$ cat src/rtl/cmdp_pkg.sv
// Shared constants and types for the framed command parser.
// Assumes 8-bit bytes on both the receive and the transmit sides.
package cmdp_pkg;

    localparam logic [7:0] SOF_BYTE  = 8'h55;
    localparam logic [7:0] EOF_BYTE  = 8'hAA;
    localparam logic [7:0] OP_RESET  = 8'h01;
    localparam logic [7:0] OP_READ   = 8'h10;
    localparam logic [7:0] OP_WRITE  = 8'h11;
    localparam logic [7:0] RSP_ERROR = 8'hFE;

    typedef enum logic [2:0] {
        K_NONE,
        K_RESET,
        K_READ,
        K_WRITE,
        K_ERROR
    } kind_e;

endpackage

$ cat src/rtl/cmdp_frame_rx.sv
// Frame decoder: hunts for the start marker, then classifies the command
// and collects the address and data bytes. It holds a finished command in
// the pending state until the top grants it with take.
// Assumes rx_valid is a single-cycle pulse per byte. Bytes that arrive while
// a command is pending are dropped.
module cmdp_frame_rx
    import cmdp_pkg::*;
#(
    parameter int DATA_BYTES = 4
) (
    input  logic                    clk,
    input  logic                    rst_n,
    input  logic                    rx_valid,
    input  logic [7:0]              rx_data,
    input  logic                    take,
    output logic                    pend,
    output kind_e                   kind,
    output logic [7:0]              opcode,
    output logic [7:0]              core_sel,
    output logic [7:0]              reg_sel,
    output logic [8*DATA_BYTES-1:0] wdata
);

    localparam int WW = 8 * DATA_BYTES;
    localparam int CW = (DATA_BYTES > 1) ? $clog2(DATA_BYTES) : 1;

    typedef enum logic [2:0] {
        S_HUNT, S_OPC, S_CORE, S_REG, S_DATA, S_TAIL, S_PEND
    } state_e;

    state_e          state;
    logic [CW-1:0]   cnt;

    // Byte-driven parse state machine with field capture.
    always_ff @(posedge clk) begin
        if (!rst_n) begin
            state    <= S_HUNT;
            cnt      <= '0;
            kind     <= K_NONE;
            opcode   <= '0;
            core_sel <= '0;
            reg_sel  <= '0;
            wdata    <= '0;
        end else if (state == S_PEND) begin
            if (take) begin
                state <= S_HUNT;
            end
        end else if (rx_valid) begin
            case (state)
                S_HUNT: begin
                    if (rx_data == SOF_BYTE) begin
                        state <= S_OPC;
                    end
                end
                S_OPC: begin
                    opcode <= rx_data;
                    cnt    <= '0;
                    case (rx_data)
                        OP_RESET: begin
                            kind  <= K_RESET;
                            state <= S_TAIL;
                        end
                        OP_READ: begin
                            kind  <= K_READ;
                            state <= S_CORE;
                        end
                        OP_WRITE: begin
                            kind  <= K_WRITE;
                            state <= S_CORE;
                        end
                        default: begin
                            kind  <= K_ERROR;
                            state <= S_PEND;
                        end
                    endcase
                end
                S_CORE: begin
                    core_sel <= rx_data;
                    state    <= S_REG;
                end
                S_REG: begin
                    reg_sel <= rx_data;
                    state   <= (kind == K_WRITE) ? S_DATA : S_TAIL;
                end
                S_DATA: begin
                    wdata <= (wdata << 8) | WW'(rx_data);
                    if (cnt == CW'(DATA_BYTES - 1)) begin
                        state <= S_TAIL;
                    end else begin
                        cnt <= cnt + 1'b1;
                    end
                end
                S_TAIL: begin
                    state <= (rx_data == EOF_BYTE) ? S_PEND : S_HUNT;
                end
                default: begin
                    state <= S_HUNT;
                end
            endcase
        end
    end

    // A finished command waits here until granted.
    always_comb pend = (state == S_PEND);

endmodule

$ cat src/rtl/cmdp_bus_exec.sv
// Bus executor: turns a granted command into a single-cycle register bus
// access or a reset strobe. It samples read data one cycle after the select
// and asks the reply sender to start. Address and write data are registers,
// so they stay stable through the access. rsp_code and rsp_word hold their
// values until the next grant, which cannot happen while a reply is in flight.
module cmdp_bus_exec
    import cmdp_pkg::*;
#(
    parameter int DATA_BYTES = 4
) (
    input  logic                    clk,
    input  logic                    rst_n,
    input  logic                    take,
    input  kind_e                   kind,
    input  logic [7:0]              opcode,
    input  logic [7:0]              core_in,
    input  logic [7:0]              reg_in,
    input  logic [8*DATA_BYTES-1:0] wdata_in,
    input  logic [8*DATA_BYTES-1:0] bus_rdata,
    output logic                    bus_cs,
    output logic                    bus_we,
    output logic [7:0]              bus_core,
    output logic [7:0]              bus_reg,
    output logic [8*DATA_BYTES-1:0] bus_wdata,
    output logic                    core_rst,
    output logic                    busy,
    output logic                    rsp_go,
    output logic                    rsp_read,
    output logic [7:0]              rsp_code,
    output logic [8*DATA_BYTES-1:0] rsp_word
);

    typedef enum logic [1:0] {X_IDLE, X_ACC, X_CAP} xstate_e;

    xstate_e st;
    logic    is_wr;

    // Access sequencer: select cycle, optional capture, reply launch.
    always_ff @(posedge clk) begin
        if (!rst_n) begin
            st        <= X_IDLE;
            is_wr     <= 1'b0;
            bus_cs    <= 1'b0;
            bus_we    <= 1'b0;
            bus_core  <= '0;
            bus_reg   <= '0;
            bus_wdata <= '0;
            core_rst  <= 1'b0;
            rsp_go    <= 1'b0;
            rsp_read  <= 1'b0;
            rsp_code  <= '0;
            rsp_word  <= '0;
        end else begin
            bus_cs   <= 1'b0;
            bus_we   <= 1'b0;
            core_rst <= 1'b0;
            rsp_go   <= 1'b0;
            case (st)
                X_IDLE: begin
                    if (take) begin
                        case (kind)
                            K_RESET: begin
                                core_rst <= 1'b1;
                                rsp_go   <= 1'b1;
                                rsp_read <= 1'b0;
                                rsp_code <= opcode;
                            end
                            K_READ: begin
                                bus_cs   <= 1'b1;
                                bus_core <= core_in;
                                bus_reg  <= reg_in;
                                rsp_code <= opcode;
                                is_wr    <= 1'b0;
                                st       <= X_ACC;
                            end
                            K_WRITE: begin
                                bus_cs    <= 1'b1;
                                bus_we    <= 1'b1;
                                bus_core  <= core_in;
                                bus_reg   <= reg_in;
                                bus_wdata <= wdata_in;
                                rsp_code  <= opcode;
                                is_wr     <= 1'b1;
                                st        <= X_ACC;
                            end
                            default: begin
                                rsp_go   <= 1'b1;
                                rsp_read <= 1'b0;
                                rsp_code <= RSP_ERROR;
                            end
                        endcase
                    end
                end
                X_ACC: begin
                    if (is_wr) begin
                        rsp_go   <= 1'b1;
                        rsp_read <= 1'b0;
                        st       <= X_IDLE;
                    end else begin
                        st <= X_CAP;
                    end
                end
                X_CAP: begin
                    rsp_word <= bus_rdata;
                    rsp_go   <= 1'b1;
                    rsp_read <= 1'b1;
                    st       <= X_IDLE;
                end
                default: st <= X_IDLE;
            endcase
        end
    end

    // Busy until the reply sender has taken the launch pulse.
    always_comb busy = (st != X_IDLE) || rsp_go;

endmodule

$ cat src/rtl/cmdp_rsp_tx.sv
// Reply sender: walks a short frame one byte at a time over a valid/ready
// link. Byte 0 is the start marker, byte 1 the code, then (for reads) the
// word most significant byte first, and the end marker last. The code and
// word inputs must stay stable while busy.
module cmdp_rsp_tx
    import cmdp_pkg::*;
#(
    parameter int DATA_BYTES = 4
) (
    input  logic                    clk,
    input  logic                    rst_n,
    input  logic                    go,
    input  logic                    with_data,
    input  logic [7:0]              code,
    input  logic [8*DATA_BYTES-1:0] word,
    input  logic                    tx_ready,
    output logic                    tx_valid,
    output logic [7:0]              tx_data,
    output logic                    busy
);

    localparam int RD_LEN = DATA_BYTES + 3;
    localparam int IW     = $clog2(RD_LEN + 1);

    logic          active;
    logic [IW-1:0] idx;
    logic [IW-1:0] last_idx;

    // Frame position counter, advanced on each accepted byte.
    always_ff @(posedge clk) begin
        if (!rst_n) begin
            active   <= 1'b0;
            idx      <= '0;
            last_idx <= '0;
        end else if (go) begin
            active   <= 1'b1;
            idx      <= '0;
            last_idx <= with_data ? IW'(RD_LEN - 1) : IW'(2);
        end else if (active && tx_ready) begin
            if (idx == last_idx) begin
                active <= 1'b0;
            end else begin
                idx <= idx + 1'b1;
            end
        end
    end

    // Byte selection for the current frame position.
    always_comb begin
        tx_data = EOF_BYTE;
        if (idx == '0) begin
            tx_data = SOF_BYTE;
        end else if (idx == IW'(1)) begin
            tx_data = code;
        end else if (idx != last_idx) begin
            for (int k = 0; k < DATA_BYTES; k++) begin
                if (idx == IW'(k + 2)) begin
                    tx_data = word[8*(DATA_BYTES-1-k) +: 8];
                end
            end
        end
    end

    always_comb tx_valid = active;
    always_comb busy     = active;

endmodule

$ cat src/rtl/cmdp_parser.sv
// Top of the framed command parser. It connects the frame decoder, the bus
// executor and the reply sender. A pending command is granted only when the
// executor is idle and no reply byte is left to send, so bus cycles never
// overlap a reply.
module cmdp_parser
    import cmdp_pkg::*;
#(
    parameter int DATA_BYTES = 4
) (
    input  logic                    clk,
    input  logic                    rst_n,
    input  logic                    rx_valid,
    input  logic [7:0]              rx_data,
    input  logic                    tx_ready,
    output logic                    tx_valid,
    output logic [7:0]              tx_data,
    output logic                    core_rst,
    output logic                    bus_cs,
    output logic                    bus_we,
    output logic [7:0]              bus_core,
    output logic [7:0]              bus_reg,
    output logic [8*DATA_BYTES-1:0] bus_wdata,
    input  logic [8*DATA_BYTES-1:0] bus_rdata
);

    localparam int WW = 8 * DATA_BYTES;

    logic          pend;
    logic          take;
    kind_e         kind;
    logic [7:0]    opcode;
    logic [7:0]    core_sel;
    logic [7:0]    reg_sel;
    logic [WW-1:0] cmd_wdata;
    logic          exec_busy;
    logic          tx_busy;
    logic          rsp_go;
    logic          rsp_read;
    logic [7:0]    rsp_code;
    logic [WW-1:0] rsp_word;

    // Grant rule: one command at a time, never during a reply.
    always_comb take = pend && !exec_busy && !tx_busy;

    cmdp_frame_rx #(.DATA_BYTES(DATA_BYTES)) u_rx (
        .clk      (clk),
        .rst_n    (rst_n),
        .rx_valid (rx_valid),
        .rx_data  (rx_data),
        .take     (take),
        .pend     (pend),
        .kind     (kind),
        .opcode   (opcode),
        .core_sel (core_sel),
        .reg_sel  (reg_sel),
        .wdata    (cmd_wdata)
    );

    cmdp_bus_exec #(.DATA_BYTES(DATA_BYTES)) u_exec (
        .clk       (clk),
        .rst_n     (rst_n),
        .take      (take),
        .kind      (kind),
        .opcode    (opcode),
        .core_in   (core_sel),
        .reg_in    (reg_sel),
        .wdata_in  (cmd_wdata),
        .bus_rdata (bus_rdata),
        .bus_cs    (bus_cs),
        .bus_we    (bus_we),
        .bus_core  (bus_core),
        .bus_reg   (bus_reg),
        .bus_wdata (bus_wdata),
        .core_rst  (core_rst),
        .busy      (exec_busy),
        .rsp_go    (rsp_go),
        .rsp_read  (rsp_read),
        .rsp_code  (rsp_code),
        .rsp_word  (rsp_word)
    );

    cmdp_rsp_tx #(.DATA_BYTES(DATA_BYTES)) u_tx (
        .clk       (clk),
        .rst_n     (rst_n),
        .go        (rsp_go),
        .with_data (rsp_read),
        .code      (rsp_code),
        .word      (rsp_word),
        .tx_ready  (tx_ready),
        .tx_valid  (tx_valid),
        .tx_data   (tx_data),
        .busy      (tx_busy)
    );

endmodule

$ cat config.mk
export PLATFORM = sky130hd
export DESIGN_NAME = cmdp_parser
export DESIGN_NICKNAME = d
export VERILOG_FILES = /design/src/rtl/cmdp_pkg.sv /design/src/rtl/cmdp_frame_rx.sv /design/src/rtl/cmdp_bus_exec.sv /design/src/rtl/cmdp_rsp_tx.sv /design/src/rtl/cmdp_parser.sv
export SDC_FILE = /design/constraint.sdc
export NUM_CORES = 1
export LEC_CHECK = 0
export BUFFER_PORTS_ARGS = -buffer_cell sky130_fd_sc_hd__buf_2
export CORE_ASPECT_RATIO = 0.7
export CORE_MARGIN = 10
export CORE_UTILIZATION = 30
export CTS_BUF_LIST = sky130_fd_sc_hd__clkbuf_16
export CTS_CLUSTER_DIAMETER = 60
export CTS_CLUSTER_SIZE = 20
export DETAILED_ROUTE_END_ITERATION = 7
export PLACE_DENSITY = 0.59
export SYNTH_ARGS = -nofsm -noshare
export SYNTH_HDL_FRONTEND = slang
export SYNTH_SLANG_ARGS = --single-unit
$ cat constraint.sdc
create_clock -name clk -period 2 [get_ports clk]
set_input_delay 0 -clock clk [delete_from_list [all_inputs] [get_ports clk]]
set_output_delay 0 -clock clk [all_outputs]
set_load 0.05 [all_outputs]
==> results of run 1 <==
==> report_power, final <==
| group | internal, uW | switching (uW) |
|---|---|---|
| clock | 2200 | 1390 |
| combinational | 103 | 115 |
| sequential | 3300 | 0.251 |
==> kinds of logic after synthesis <==
kind of cell	after synthesis
AO/OA/AOI/OAI	178
AND/OR/NAND/NOR	330
adder cells (fa/ha/maj)	6
multiplexers	41
XOR/XNOR	2
buffers and inverters	75
flip-flops	166
==> worst max-delay path by stage <==
| stage | cells past startpoint | to | start | slack, ns |
|---|---|---|---|---|
| 2_1_floorplan | 8 | tx_data[4] | u_tx.idx[2]$_SDFFE_PP0P_ | 0.02 |
| 3_3_place_gp | 7 | tx_data[4] | u_tx.idx[0]$_SDFFE_PP0P_ | 0.03 |
| 6_report | 7 | tx_data[2] | u_tx.idx[1]$_SDFFE_PP0P_ | -0.17 |
| 3_5_place_dp | 7 | tx_data[2] | u_tx.idx[0]$_SDFFE_PP0P_ | 0.0006 |
| 5_1_grt | 7 | tx_data[0] | u_tx.idx[1]$_SDFFE_PP0P_ | -0.28 |
| 4_1_cts | 7 | tx_data[0] | u_tx.idx[0]$_SDFFE_PP0P_ | -0.19 |
==> per-stage QoR <==
step,utilization,hold WS (ns),setup slack [ns]
floorplan,-,0.136,0.0201
global placement,0.353,0.243,0.0320
detailed placement,0.353,0.250,0.000586
CTS,0.413,0.330,-0.187
global route,0.414,0.363,-0.283
finish,0.414,0.355,-0.165
==> metal layers <==
layer	share of wire	vias up	routed length, um	global-route usage
met4	0.012	0	246	0.0354
met2	0.41	178	8240	0.190
met1	0.52	2834	10500	0.207
met5	0	-	0	0
met3	0.067	29	1350	0.0404
li1	-	2985	-	-
==> placed cells by master (no fill, tap or decap), types with 3 or more instances in the layout <==
master and count:
dlygate4sd3_1 43, o22ai_2 4, buf_6 7, nand3_1 21, a21oi_2 6, dfxtp_2 4, nand4_1 7, dfxtp_1 162
mux2i_1 41, nand2_1 188, nand3b_1 5, bufinv_16 5, and2_1 3, nor2_1 57, or4_1 4, a211o_1 3
o32ai_4 3, nand2b_1 12, o21ai_0 12, buf_4 22, inv_1 12, nor2b_1 9, buf_2 96, buf_12 10
a21oi_1 117, nor3b_1 3, o311a_1 4, o221a_2 8, ha_4 5, a2bb2oi_1 3, clkbuf_16 17
==> cell type report <==
type | instances | area share
timing repair buffer | 179 | 0.151
tap | 282 | 0.0390
multi-input combinational | 557 | 0.365
clock buffer | 17 | 0.0470
inverter | 13 | 0.00622
clock inverter | 14 | 0.0231
sequential | 166 | 0.368
==> worst register-to-register path, delay by kind of cell, from the launching register on <==
family | cells | cell delay (ns)
buffers and inverters | 1 | 0.26
flip-flops | 1 | 0.41
multiplexers | 1 | 0.18
AND/OR/NAND/NOR | 3 | 0.81
==> timing repair <==
item,in CTS,in global routing
setup endpoints to repair,8,12
gates resized for setup,42,6
hold buffers,43,0
pin swaps,11,2
endpoints found under the hold margin,78,0
buffers inserted,7,1
==> out/metrics.yaml, run 1 <==
die:
  start_util: 0.307
  num_rows: 45
  ioPinCount: 104
  coreArea_mm2: 0.0218
  die-area_mm2: 0.0288
  die_h_um: 145
  die_x_um: 199
yosys:
  synth.area.top_cells: "dfxtp_1 (50%), nand2_1 (11%), a21oi_1 (9.3%)"
  synth_ff_type: "dfxtp_1"
  yosysMostFrequentCell: "nand2_1"
  synth_top_area_frac: 0.495
  synth_mux_area_frac: 0.0611
  synth-xor-area-share: 0.00261
  synth-adder-area-share: 0.0112
  syn-instance-count: 798
  synth-compound-area-share: 0.157
  ys_seq_elements: 166
  synth_fp_nets: 848
  ys_seq_area_frac: 0.495
  synth_top_cell_by_area: "dfxtp_1"
  synthTopCellsByCount: "nand2_1 (188), dfxtp_1 (166), a21oi_1 (125)"
  syn_area_mm2: 0.00671
  synth_top_family_by_area: "simple AND/OR/NAND/NOR gates"
  async_flop_share: 0
  synth-simple-area-share: 0.222
  synth_warnings: 0
  netlist-cell-type-count: 53
  synth-edff-count: 0
  syn_avg_cell_area_um2: 8.41
drt:
  detail-route-antenna-nets: 0
  vias: 6026
  drt_wl_total_um: 20300
  drt-pass1-iter-count: 5
  drt_iter0_markers: 452
  routed_via_density: 4.91
  drc: 0
  routedWlPerCell_um: 16.6
timing:
  rsz0062_at_grt: "true"
  finClkSkew_ns: 0.00792
  timing.final.crit_share: 1.08
  min_period_ns: 2.17
  tightestPinTransition_ns: 0.525
  finalHoldViolations: 0
  fmax_ghz: 0.462
  setup_viol: 8
  max-slew-margin-rel: 0.650
  report.final.slew_viol_count: 0
  fin_tns_setup_ns: -0.957
  setup_ws_ns: -0.165
grt:
  grtUsageTotal: 0.140
  grt_overflow: 0
  antenna_found_initial: 0
  grt_max_degree: 56
  grt_pass1_wl_um: 32400
  grt_pass1_vias: 5691
final_layout:
  seq_area_mm2: 0.00333
  drive_gt1_frac: 0.226
  fin_cells: 1228
  areaGrowthSynthToFinish_pct: 34.8
  fin_nets: 984
  num-fill-cells: 2195
  multi_input_area_mm2: 0.00331
  top_regs: "u_exec.bus_wdata (32), u_exec.rsp_word (32), u_rx.wdata (32)"
  finalInstanceArea_mm2: 0.00905
  n_antenna_cell: 0
setup_path:
  critPathKind: "flop to output port"
  crit_top_cell: "ha_4"
  worst_path_max_delay_cell: "nor4bb_2"
  critPathMaxFanout: 8
  cp-start-kind: "flop"
  reg2regPathDepth: 5
  arrival_ns: 2.17
  cp.buffers_inverters: 1
  required_ns: 2.00
  reg2reg_slack_ns: 0.22
  critPathCaptureType: "output port"
  r2r_end: "u_exec.bus_wdata[17]$_SDFFE_PN0P_"
  worstPathCellList: "ha_4 > ha_4 > nor4bb_2 > a211o_1 > a21oi_1 > o32ai_4 > buf_6"
  slowest_delay_ns: 0.35
  cp_top_family: "compound AO/OA/AOI/OAI gates"
  r2r_start: "u_rx.state[0]$_SDFFE_PN0P_"
outcome:
  status: "complete, but fails checks"
  violations: "negative setup slack"
pwr:
  ir_drop_mv: 0.550
  power.density_mw_per_mm2: 786
  finalPower_uw: 7110
  p_leak_uw: 0.00353
place:
  placed_area_mm2: 0.00770
  place_inst: 1146
  place_congestion: 0.836
  dp_hpwl_um: 13500
  portBuffers: 103
clock_network:
  clock_latency_ns: 0.43
  cts_num_sinks: 166
  clockBufferDepth: 2
  cts_tree: "done"
  clk_pin_slew_ns: 0.06
  cts_buffers: 17
  cts-htree-levels: 4
  root_buffer: "clkbuf_16"
min_path:
  whs_path_depth: 4
  hold_path_class: "input pin to flop"
  holdPathEnd: "u_exec.rsp_word[27]$_SDFFE_PN0P_"
  worstHoldStart: "bus_rdata[27]"
job:
  drv_cap: 0
Note: power is estimated with default switching activity, not from simulation.
==> run 2: changes to the inputs <==
CORE_ASPECT_RATIO = 0.75   (was 0.7)
PLACE_DENSITY = 0.58   (was 0.59)
SYNTH_HIERARCHICAL = 1   (was not set)
==> out/metrics.yaml, run 2 <==
setup_path:
  critPathCaptureType: "flop"
  cp-start-kind: "flop"
  required_ns: 2.30
  critPathKind: "flop to flop"
  critPathMaxFanout: 7
  arrival_ns: 2.48
yosys:
  syn_area_mm2: 0.00730
  async_flop_share: 0
  ys_seq_elements: 166
  synth_fp_nets: 891
  ys_seq_area_frac: 0.455
  syn_avg_cell_area_um2: 8.68
  syn-instance-count: 841
  netlist-cell-type-count: 62
  synth_warnings: 6
  synth_top_cell_by_area: "dfxtp_1"
  synth.area.top_cells: "dfxtp_1 (46%), nand2_1 (15%), a21boi_0 (7.9%)"
  synthTopCellsByCount: "nand2_1 (299), dfxtp_1 (166), a21boi_0 (77)"
  synth_top_area_frac: 0.455
  yosysMostFrequentCell: "nand2_1"
  synth-edff-count: 0
  synth_ff_type: "dfxtp_1"
clock_network:
  clock_latency_ns: 0.42
  cts-htree-levels: 4
  cts_num_sinks: 166
  cts_buffers: 17
  clockBufferDepth: 2
  clk_pin_slew_ns: 0.07
  root_buffer: "clkbuf_16"
  cts_tree: "done"
drt:
  vias: 6260
  drt-pass1-iter-count: 5
  drt_wl_total_um: 20100
  detail-route-antenna-nets: 0
  routedWlPerCell_um: 15.1
  routed_via_density: 4.69
  drt_iter0_markers: 391
  drc: 0
final_layout:
  areaGrowthSynthToFinish_pct: 34.0
  final_common_cell: "nand2_1"
  final_util: 0.408
  fin_nets: 1042
  fin_cells: 1336
  drive_gt1_frac: 0.236
  final_cell_mix: "nand2_1 (299), dfxtp_1 (163), buf_2 (94)"
  top_regs: "u_exec/bus_wdata (32), u_exec/rsp_word (32), u_rx/wdata (32)"
  num-fill-cells: 2399
  n_antenna_cell: 0
place:
  dp_hpwl_um: 13400
  place_inst: 1244
  portBuffers: 103
  place_congestion: 0.800
timing:
  setup_viol: 63
  report.final.slew_viol_count: 0
  fmax_ghz: 0.460
  timing.final.crit_share: 1.09
  tightestPinTransition_ns: 0.519
  holdWs_ns: 0.00412
  max-slew-margin-rel: 0.645
  fin_tns_setup_ns: -7.70
  finClkSkew_ns: 0.0140
  rsz0062_at_grt: "true"
  finalHoldViolations: 0
  setup_ws_ns: -0.176
  min_period_ns: 2.18
outcome:
  violations: "negative setup slack"
  status: "complete, but fails checks"
grt:
  grt_pass1_wl_um: 32500
  grtUsageTotal: 0.129
  busiest_layer: "met2"
  antenna_found_initial: 0
  use_met3: 0.0323
  grt_use_met1: 0.185
  grt_max_degree: 68
  grt_pass1_vias: 6065
  grt_overflow: 0
  grt.met2_usage: 0.191
die:
  start_util: 0.304
  coreArea_mm2: 0.0240
  die_h_um: 155
  num_rows: 49
  die_x_um: 200
  die-area_mm2: 0.0310
  ioPinCount: 104
pwr:
  finalPower_uw: 6820
  power.density_mw_per_mm2: 697
  ir_drop_mv: 0.643
  p_leak_uw: 0.00352
job:
  drv_cap: 0
min_path:
  hold_path_class: "input pin to flop"
run 2: cell count changes after synthesis, sizes merged, moves of 5 or more:
cell and delta:
mux2i +10, nand3 -20, a211oi +6, nand2b -6, buf +6, nor2b +6, o31ai +5, a21oi -123
and2 +5, nor2 -49, o21ai -5, a21boi +93, nand2 +111
run 2: final timing paths:
path / to / start / slack (ns) / cells past startpoint
max: u_exec/rsp_code[7]$_SDFFE_PN0P_ / u_exec/rsp_go$_SDFF_PN0_ / -0.18 / 6
min: u_exec/bus_core[5]$_SDFFE_PN0P_ / rst_n / 0.004 / 3
max reg2reg: u_exec/rsp_code[7]$_SDFFE_PN0P_ / u_exec/rsp_go$_SDFF_PN0_ / -0.18 / 6
min reg2reg: u_rx/reg_sel[2]$_SDFFE_PN0P_ / u_rx/reg_sel[2]$_SDFFE_PN0P_ / 0.46 / 2
run 2: logic make-up (layout without fill, tap and decap cells):
logic type / count (synthesis) / after routing / synth area share
buffers and inverters: 77 / 241 / 0.0521
adders and majority gates: 6 / 6 / 0.0103
muxes: 51 / 51 / 0.0700
and+or+nand+nor: 377 / 377 / 0.226
AOI/OAI and AO/OA: 162 / 162 / 0.180
xor gates and xnor gates: 2 / 2 / 0.00600
DFF: 166 / 166 / 0.455
run 2: layout make-up:
type	count	area, um2	share of cell area
multi-input cells	598	3840	0.393
flip-flops and latches	166	3330	0.341
repair buffers	198	1550	0.159
clock buffers	17	425	0.0435
well taps	331	414	0.0424
clock inverters	15	161	0.0165
inverters	11	46.3	0.00474
run 2: worst max-delay path, stage by stage (launching register included):
cell,delay (ns)
dfxtp_2,0.32
or3_4,0.38
nor3b_4,0.20
or3b_4,0.44
buf_6,0.14
or3_4,0.37
o221a_1,0.22
run 2: what timing repair did:
action	4_1_cts	5_1_grt
resized for setup	45	37
gates cloned	3	1
endpoints found under the setup margin	67	69
setup buffers	8	9
pin swaps	6	15
hold buffers	42	0
endpoints found under the hold margin	69	0
run 2: per-stage QoR:
step	setup WS [ns]	instance area [um2]
3_3_place_gp	-0.133	8260
6_report	-0.176	9780
4_1_cts	-0.194	9600
3_5_place_dp	-0.176	8260
5_1_grt	-0.273	9780
2_1_floorplan	-0.338	7360
run 2: metal layers:
| layer | up-vias | routed length, um |
|---|---|---|
| met2 | 139 | 8860 |
| met5 | - | 0 |
| met4 | 0 | 135 |
| met3 | 12 | 1100 |
| met1 | 2967 | 10000 |
| li1 | 3142 | - |
run 2: power breakdown:
part           internal (uW)  total (uW)  switching [uW]  leakage, uW
Sequential              3300        3300           0.138      0.00134
Combinational            124         246             122      0.00189
Clock                   1780        3270            1490     0.000290
Total                   5200        6820            1610      0.00352
==> run 3: changes to the inputs <==
CORE_ASPECT_RATIO = 0.9   (was 0.75)
==> out/metrics.yaml, run 3 (synthesized netlist as in run 2, its figures left out) <==
final_layout:
  fin_nets: 1067
  final_util: 0.414
  top_regs: "u_exec/bus_wdata (32), u_exec/rsp_word (32), u_rx/wdata (32)"
  drive_gt1_frac: 0.227
  multi_input_area_mm2: 0.00385
  final_common_cell: "nand2_1"
  final_cell_mix: "nand2_1 (299), dfxtp_1 (163), buf_2 (94)"
  seq_area_mm2: 0.00333
  num-fill-cells: 2345
  n_antenna_cell: 0
  areaGrowthSynthToFinish_pct: 37.0
job:
  drv_cap: 0
timing:
  finalHoldViolations: 0
  fin_tns_setup_ns: -6.25
  rsz0062_at_grt: "true"
  report.final.slew_viol_count: 0
  finClkSkew_ns: 0.0133
  tightestPinTransition_ns: 0.436
  timing.final.crit_share: 1.08
  setup_ws_ns: -0.152
  setup_viol: 65
  min_period_ns: 2.15
  max-slew-margin-rel: 0.702
  fmax_ghz: 0.465
setup_path:
  cp-start-kind: "flop"
  slowest_delay_ns: 0.45
  critPathKind: "flop to flop"
  cp.buffers_inverters: 2
  critPathCaptureType: "flop"
  cp_top_family: "simple AND/OR/NAND/NOR gates"
  worst_path_max_delay_cell: "or3b_4"
  required_ns: 2.37
  arrival_ns: 2.52
  worstPathCellList: "or3_4 > nor3b_2 > or3b_4 > nor3_4 > buf_4 > buf_12 > mux2i_1"
  critPathMaxFanout: 17
  r2r_start: "u_exec/st[1]$_SDFFE_PN0P_"
  worstSetupStartpoint: "u_exec/st[1]$_SDFFE_PN0P_"
clock_network:
  root_buffer: "clkbuf_16"
  clock_latency_ns: 0.44
  cts_num_sinks: 166
  clk_pin_slew_ns: 0.08
  cts_tree: "done"
  cts_buffers: 17
  cts-htree-levels: 4
  clockBufferDepth: 2
pwr:
  ir_drop_mv: 0.546
  power.density_mw_per_mm2: 679
  finalPower_uw: 6790
  p_leak_uw: 0.00367
place:
  dp_hpwl_um: 13000
  place_congestion: 0.767
  portBuffers: 103
die:
  num_rows: 54
  coreArea_mm2: 0.0241
  ioPinCount: 104
  die_x_um: 184
  start_util: 0.302
  die_h_um: 168
  die-area_mm2: 0.0310
drt:
  drt_wl_total_um: 20100
  drc: 0
  routed_via_density: 4.73
  drt_iter0_markers: 435
  detail-route-antenna-nets: 0
  routedWlPerCell_um: 15.0
  vias: 6332
  drt-pass1-iter-count: 5
grt:
  grt_pass1_vias: 6110
  grt_pass1_wl_um: 32700
  antenna_found_initial: 0
  grt_max_degree: 76
  grtUsageTotal: 0.129
  grt_overflow: 0
min_path:
  worstHoldStart: "bus_rdata[17]"
  hold_path_class: "input pin to flop"
outcome:
  violations: "negative setup slack"
  status: "complete, but fails checks"
run 3: cell count changes in the layout (fill, tap and decap cells not counted), moves of 3 or more:
| cell | before | now |
|---|---|---|
| inv_6 | 4 | 1 |
| a211oi_1 | 5 | 2 |
| nor2b_4 | 2 | 5 |
| buf_6 | 18 | 14 |
| clkinv_8 | 1 | 5 |
| a211oi_2 | 1 | 4 |
| dlygate4sd3_1 | 42 | 72 |
| nor3b_1 | 2 | 5 |
run 3: power by group:
group	switching (uW)	total (uW)	internal, uW	leakage [uW]
Sequential	0.159	3300	3300	0.00134
Combinational	123	247	125	0.00205
Clock	1580	3250	1670	0.000281
Total	1700	6790	5090	0.00367
run 3: cell type report:
class                           count  share of cell area
Clock inverter                     15              0.0169
Inverter                           11             0.00463
Multi-Input combinational cell    598               0.386
Timing Repair Buffer              223               0.178
Clock buffer                       17              0.0426
Tap cell                          308              0.0385
Sequential cell                   166               0.333
run 3: routing by layer:
layer | global-route usage | share of wire
met3 | 0.0353 | 0.052
met5 | 0 | 0
met1 | 0.174 | 0.48
met4 | 0.0338 | 0.0089
met2 | 0.197 | 0.46
run 3: final timing paths:
kind	cells after the start	to	slack, ns
max	7	u_exec/bus_wdata[6]$_SDFFE_PN0P_	-0.15
min	4	u_exec/rsp_word[17]$_SDFFE_PN0P_	0.40
max reg2reg	7	u_exec/bus_wdata[6]$_SDFFE_PN0P_	-0.15
min reg2reg	2	u_exec/bus_reg[3]$_SDFFE_PN0P_	0.45
run 3: worst reg2reg max path, stage by stage (launching register included):
cell     delay [ns]
dfxtp_1        0.31
or3_4          0.38
nor3b_2        0.22
or3b_4         0.45
nor3_4         0.19
buf_4          0.15
buf_12         0.16
mux2i_1        0.24
run 3: metrics by stage:
step | worst slack, ns | hold WS [ns] | instances | instance area (um2)
after detailed placement | -0.176 | 0.259 | 1219 | 8230
after global routing | -0.225 | 0.422 | 1338 | 10000
after floorplan | -0.338 | 0.107 | 841 | 7360
after global placement | -0.126 | 0.257 | 1219 | 8230
final | -0.152 | 0.403 | 1338 | 10000
after CTS | -0.125 | 0.372 | 1331 | 9850
run 3: repair_timing:
| item | CTS | global route |
|---|---|---|
| endpoints found under the setup margin | 65 | 66 |
| gates cloned | 1 | 1 |
| resized for setup | 56 | 19 |
| pin swaps | 3 | 14 |
| buffers inserted | 7 | 6 |
| endpoints found under the hold margin | 79 | 0 |
| hold buffers | 72 | 0 |
